**src/rtl/wpc_pkg.sv**
```systemverilog
package wpc_pkg;
  // Strobes from the control module into the datapath.
  typedef struct packed {
    logic takeJump;    // load the absolute jump target
    logic takeBranch;  // load the PC-relative branch target
  } pcStrobe_t;
endpackage

```
**src/rtl/wpc_ctrl.sv**
```systemverilog
module wpc_ctrl
  import wpc_pkg::*;
(
  input  logic       clk,
  input  logic       rst,
  input  logic       isJump,
  input  logic       isBrEq,
  input  logic       isBrNe,
  input  logic       aluZero,
  output pcStrobe_t  strobe
);
  logic eqHit;
  logic neHit;

  always_comb begin
    eqHit = isBrEq & aluZero;
    neHit = isBrNe & ~aluZero;
    strobe.takeJump   = isJump;
    // A jump always wins over a branch.
    strobe.takeBranch = (eqHit | neHit) & ~isJump;
  end

  // when a jump is requested, no branch strobe is raised.
  p_jump_wins_r8 : assert property (@(posedge clk) disable iff (rst)
    isJump |-> !strobe.takeBranch);

  // a not-equal branch with a clear zero flag is taken when no jump is present.
  p_ne_taken_r5 : assert property (@(posedge clk) disable iff (rst)
    (isBrNe && !aluZero && !isJump) |-> strobe.takeBranch);

  // a branch whose condition fails never raises a strobe.
  p_fail_seq_r6 : assert property (@(posedge clk) disable iff (rst)
    (!isJump && !(isBrEq && aluZero) && !(isBrNe && !aluZero)) |-> !strobe.takeBranch && !strobe.takeJump);
endmodule

```
**src/rtl/wpc_dpath.sv**
```systemverilog
module wpc_dpath
  import wpc_pkg::*;
#(
  parameter int          ADDR_W     = 32,
  parameter int          ALIGN_BITS = 2,
  parameter int          BIMM_W     = 16,
  parameter int          JIMM_W     = 26,
  parameter int unsigned RESET_WORD = 0
) (
  input  logic              clk,
  input  logic              rst,
  input  pcStrobe_t         strobe,
  input  logic [BIMM_W-1:0] brImm,
  input  logic [JIMM_W-1:0] jmpImm,
  output logic [ADDR_W-1:0] pcOut,
  output logic [ADDR_W-1:0] pcIncOut
);
  localparam int PW   = ADDR_W - ALIGN_BITS;  // stored word-address width
  localparam int HI_W = PW - JIMM_W;          // upper bits kept on a jump
  localparam int SX_W = PW - BIMM_W;          // sign-extension width

  logic [PW-1:0] pcWord;
  logic [PW-1:0] incWord;
  logic [PW-1:0] offExt;
  logic [PW-1:0] brWord;
  logic [PW-1:0] jmpWord;
  logic [PW-1:0] nextWord;
  logic          rstQ;

  always_comb begin
    incWord  = pcWord + PW'(1);
    offExt   = {{SX_W{brImm[BIMM_W-1]}}, brImm};
    brWord   = incWord + offExt;
    jmpWord  = {incWord[PW-1 -: HI_W], jmpImm};
    nextWord = incWord;
    if (strobe.takeJump)        nextWord = jmpWord;
    else if (strobe.takeBranch) nextWord = brWord;
  end

  always_ff @(posedge clk) begin
    if (rst) pcWord <= PW'(RESET_WORD);
    else     pcWord <= nextWord;
    rstQ <= rst;
  end

  assign pcOut    = {pcWord,  {ALIGN_BITS{1'b0}}};
  assign pcIncOut = {incWord, {ALIGN_BITS{1'b0}}};

  // the cycle after a reset edge shows the reset word.
  p_reset_word_r2 : assert property (@(posedge clk)
    rstQ |-> pcWord == PW'(RESET_WORD));

  // with no strobe, the word address advances by one.
  p_seq_step_r3 : assert property (@(posedge clk) disable iff (rst)
    (!strobe.takeJump && !strobe.takeBranch) |=> pcWord == $past(pcWord) + PW'(1));

  // a branch strobe moves the PC by one word plus the signed offset.
  p_branch_r4 : assert property (@(posedge clk) disable iff (rst)
    strobe.takeBranch |=> pcWord == $past(pcWord) + PW'(1) + $past(offExt));

  // a jump keeps the upper bits of the incremented word and loads the field.
  p_jump_r7 : assert property (@(posedge clk) disable iff (rst)
    strobe.takeJump |=> (pcWord[JIMM_W-1:0] == $past(jmpImm)) &&
                        (pcWord[PW-1 -: HI_W] == $past(incWord[PW-1 -: HI_W])));
endmodule

```
**src/rtl/word_pc_sequencer.sv**
```systemverilog
module word_pc_sequencer
  import wpc_pkg::*;
#(
  parameter int          ADDR_W     = 32,
  parameter int          ALIGN_BITS = 2,
  parameter int          BIMM_W     = 16,
  parameter int          JIMM_W     = 26,
  parameter int unsigned RESET_WORD = 0
) (
  input  logic              clk,
  input  logic              rst,
  input  logic              isJump,
  input  logic              isBrEq,
  input  logic              isBrNe,
  input  logic              aluZero,
  input  logic [BIMM_W-1:0] brImm,
  input  logic [JIMM_W-1:0] jmpImm,
  output logic [ADDR_W-1:0] pcOut,
  output logic [ADDR_W-1:0] pcIncOut
);
  pcStrobe_t strobe;

  wpc_ctrl u_ctrl (
    .clk     (clk),
    .rst     (rst),
    .isJump  (isJump),
    .isBrEq  (isBrEq),
    .isBrNe  (isBrNe),
    .aluZero (aluZero),
    .strobe  (strobe)
  );

  wpc_dpath #(
    .ADDR_W     (ADDR_W),
    .ALIGN_BITS (ALIGN_BITS),
    .BIMM_W     (BIMM_W),
    .JIMM_W     (JIMM_W),
    .RESET_WORD (RESET_WORD)
  ) u_dpath (
    .clk      (clk),
    .rst      (rst),
    .strobe   (strobe),
    .brImm    (brImm),
    .jmpImm   (jmpImm),
    .pcOut    (pcOut),
    .pcIncOut (pcIncOut)
  );
endmodule

```
**config.mk**
```make
export PLATFORM = sky130hd
export DESIGN_NAME = word_pc_sequencer
export DESIGN_NICKNAME = d
export VERILOG_FILES = /design/src/rtl/wpc_pkg.sv /design/src/rtl/wpc_ctrl.sv /design/src/rtl/wpc_dpath.sv /design/src/rtl/word_pc_sequencer.sv
export SDC_FILE = /design/constraint.sdc
export NUM_CORES = 1
export LEC_CHECK = 0
export ABC_AREA = 0
export BUFFER_PORTS_ARGS = -buffer_cell sky130_fd_sc_hd__buf_2
export CAP_MARGIN = 20
export CORE_UTILIZATION = 40
export CTS_CLUSTER_SIZE = 20
export DETAILED_ROUTE_END_ITERATION = 8
export MAX_ROUTING_LAYER = met4
export PLACE_DENSITY = 0.65
export SLEW_MARGIN = 30
export SYNTH_ARGS = -nofsm -noshare
export SYNTH_HDL_FRONTEND = slang
export SYNTH_HIERARCHICAL = 1
export SYNTH_SLANG_ARGS = --single-unit
```
**constraint.sdc**
```tcl
create_clock -name clk -period 4.2 [get_ports clk]
set_clock_uncertainty 0.15 [all_clocks]
set_input_delay 0.21 -clock clk [delete_from_list [all_inputs] [get_ports clk]]
set_output_delay 0.21 -clock clk [all_outputs]
set_load 0.1 [all_outputs]
```
==> flow_metrics.env <==
export IMPL_outcome="completed"
export IMPL_power_density_nw_per_um2=346
export IMPL_dp_hpwl_um=10800
export IMPL_regMostFlops="u_dpath/pcWord"
export IMPL_fin_setup_tns_ps=0
export IMPL_io_buffers=107
export IMPL_drt_initial_drc_count=253
export IMPL_setup_viol=0
export IMPL_syn_to_final_growth_pct=35.0
export IMPL_path_buf_inv=0
export IMPL_largest_register_ffs=30
export IMPL_path_common_cell="nand3_1"
export IMPL_final_cells=700
export IMPL_cpMaxStageDelayCell="nor4_4"
export IMPL_cts_resized=0
export IMPL_post_cts_buffers=0
export IMPL_drv_cap=0
export IMPL_top_regs="u_dpath/pcWord x30"
export IMPL_async_reset_ff_share_pct=0
export IMPL_ys_seq_elements=30
export IMPL_worst_pin_slew_ps=645
export IMPL_synthCells=489
export IMPL_max_stage_delay_ps=590
export IMPL_hold_class="input port to flip-flop"
export IMPL_rsz0062_at_grt="false"
export IMPL_hold_buffers=0
export IMPL_drv_slew=0
export IMPL_final_core_util_pct=56.1
export IMPL_placedCellCount=692
export IMPL_drc_errors=0
export IMPL_via_count=4146
export IMPL_crit_chain="nand4_2 > nor4_4 > nand3_1 > xnor2_4 > ha_1 > a21o_1 > and3_1 > nor4_1 > nand3_1 > mux2i_1 > a21o_2 > a21oi_2"
export IMPL_critPathKind="flip-flop to flip-flop"
export IMPL_end_kind="flip-flop"
export IMPL_drt_pass1_iter_count=5
export IMPL_drt_wl_total_um=13400
export IMPL_mappedNetlistArea_sq_um=3640
export IMPL_antenna_left=0
export IMPL_synth_top_area_cell="dfxtp_1"
export IMPL_cp_start_kind="flip-flop"
export IMPL_ios=112
export IMPL_core_area_sq_um=8760
export IMPL_synth_area_per_cell_sq_um=7.45
export IMPL_grt_max_degree=26
export IMPL_nNetsFinal=676
export IMPL_rows=34
export IMPL_min_period_ps=3900
export IMPL_path_clk_slew_ps=90
export IMPL_clk_latency_ps=300
export IMPL_cts_max_level=2
export IMPL_finalCritPeriodShare_pct=93.0
export IMPL_fin_area_sq_um=4920
export IMPL_overflow=0
export IMPL_vdd_drop_max_mv=0.246
export IMPL_die_height_um=97.4
export IMPL_p_leak_nw=2.27
export IMPL_grt_pass1_vias=3934
export IMPL_required_ps=4210
export IMPL_relSlewSlack_pct=56.7
export IMPL_synth_edf_count=0
export IMPL_synth_ff_type="dfxtp_1"
export IMPL_die_w_um=97.4
export IMPL_synth_yosys_seq_area_share_pct=16.5
export IMPL_clk_path_buf_depth=2
export IMPL_diodes=0
export IMPL_hold_viol_final=0
export IMPL_cts_root_buf="clkbuf_8"
export IMPL_cts_tree="done"
export IMPL_cp_arrival_ps=3910
export IMPL_antenna_found_initial=0
export IMPL_wl_per_cell_um=19.1
export IMPL_layout_drive_gt1_share_pct=33.3
export IMPL_yosys_warnings=6
export IMPL_cts_sinks=30
export IMPL_cts_buffers=5
export IMPL_start_util_pct=41.6
export IMPL_synth_top_area_share_pct=16.5
export IMPL_finalWeightedCongestion=0.962
export IMPL_grt_usage_pct=29.2
export IMPL_grt_pass1_wl_um=21000
export IMPL_path_delay_family="simple AND/OR/NAND/NOR gates"
export IMPL_max_freq_mhz=256
export IMPL_crit_fanout=9
export IMPL_synth_distinct_cells=66
export IMPL_dpl_cell_area_sq_um=4780
export IMPL_viasPerCell=5.92
export IMPL_synthTopCellsByArea="dfxtp_1 16%, ha_1 12%, a21oi_1 6.3%, xor2_1 6.3%, nor2_1 5.4%"
export IMPL_fp_dieArea_sq_um=9490
## layer usage
layer  vias to the layer above  global-route usage, %  share of wire [%]
met5                         -                      -                  0
met4                         0                   6.67                1.3
met3                        11                   5.18                7.1
met2                       167                   46.0                 46
met1                      1956                   38.9                 45
li1                       2012                      -                  -
## layout make-up
class | count | area, sq um
Fill cell | 874 | 3840
Timing Repair Buffer | 116 | 603
Inverter | 15 | 56.3
Multi-Input combinational cell | 423 | 3310
Clock inverter | 2 | 60.1
Sequential cell | 30 | 671
Tap cell | 108 | 135
Clock buffer | 6 | 82.6
## where the power goes
part / switching (mW) / internal (mW) / total [mW]
combinational: 0.704 / 0.247 / 0.951
clock: 0.140 / 0.253 / 0.393
sequential: 0.0473 / 0.310 / 0.357
total: 0.891 / 0.811 / 1.70
## synth_stat cells (2+ instances only)
library cell / n
nand3_1: 22
xor2_1: 26
xnor2_1: 20
nor2_1: 52
inv_1: 14
and4_1: 2
o22ai_1: 7
dfxtp_1: 30
nand4_1: 18
nor2b_1: 2
nor4_1: 4
a21o_1: 15
nand2b_1: 3
o221ai_1: 3
o211ai_1: 8
clkbuf_1: 17
o21ai_0: 22
a221o_1: 2
nor3_1: 12
buf_4: 5
ha_1: 36
o21a_1: 3
o21bai_1: 2
a211oi_1: 18
nand2_1: 38
or2_2: 2
mux2i_1: 6
or4_1: 2
and3_1: 8
a221oi_1: 2
nand3_4: 2
a21oi_1: 46
and2_1: 2
a31oi_1: 6
## final timing paths
path                           start  cells after the start  slack [ps]                  to
setup reg to reg  u_dpath/pcWord[12]                     12         300  u_dpath/pcWord[29]
setup / recovery  u_dpath/pcWord[12]                     12         300  u_dpath/pcWord[29]
hold reg to reg   u_dpath/pcWord[29]                      3         480  u_dpath/pcWord[29]
hold / removal            jmpImm[18]                      3          10  u_dpath/pcWord[18]
## kinds of logic (layout without fill, tap and decap cells)
kind of cell | Yosys count | in the layout | share of synthesized area [%]
compound gates | 151 | 151 | 27.4
xor+xnor | 47 | 47 | 11.5
fa+ha+maj | 37 | 37 | 12.9
buf+inv | 39 | 139 | 4.57
flops | 30 | 30 | 16.5
mux | 8 | 8 | 2.27
other cells | 1 | 4 | 0.103
simple gates | 176 | 176 | 24.7
## metrics by stage
stage	hold WS, ps	power (mW)	setup slack, ps
after floorplan	201	1.12	4.40
after global placement	301	1.30	418
after detailed placement	307	1.30	374
after CTS	3.16	1.70	350
after global routing	26.4	1.77	59.9
final	14.7	1.70	296
## layout by cell type (no fill, tap or decap), drive strengths merged, types with 2 or more instances in the layout
cell	synthesis	final
buf	7	116
nor2	53	53
a21oi	47	47
nand2	38	38
ha	36	36
dfxtp	30	30
xor2	27	27
nand3	25	25
o21ai	24	24
xnor2	20	20
nand4	19	19
a211oi	18	18
a21o	16	16
inv	14	14
nor3	13	13
and3	8	8
o211ai	8	8
o22ai	7	7
a31oi	7	7
clkbuf	17	6
mux2i	6	6
nor4	5	5
conb	1	4
o21a	3	3
o221ai	3	3
a221oi	3	3
nand2b	3	3
bufinv	0	2
or2	2	2
and4	2	2
and2	2	2
o21bai	2	2
a221o	2	2
nor2b	2	2
or4	2	2
o31ai	2	2
mux2	2	2
## worst reg2reg max path, stage by stage (launching register included)
cell,delay [ps]
dfxtp_4,420
nand4_2,160
nor4_4,590
nand3_1,300
xnor2_4,230
ha_1,390
a21o_1,230
and3_1,200
nor4_1,270
nand3_1,190
mux2i_1,400
a21o_2,200
a21oi_2,40
Power figures use the tool's default switching activity.
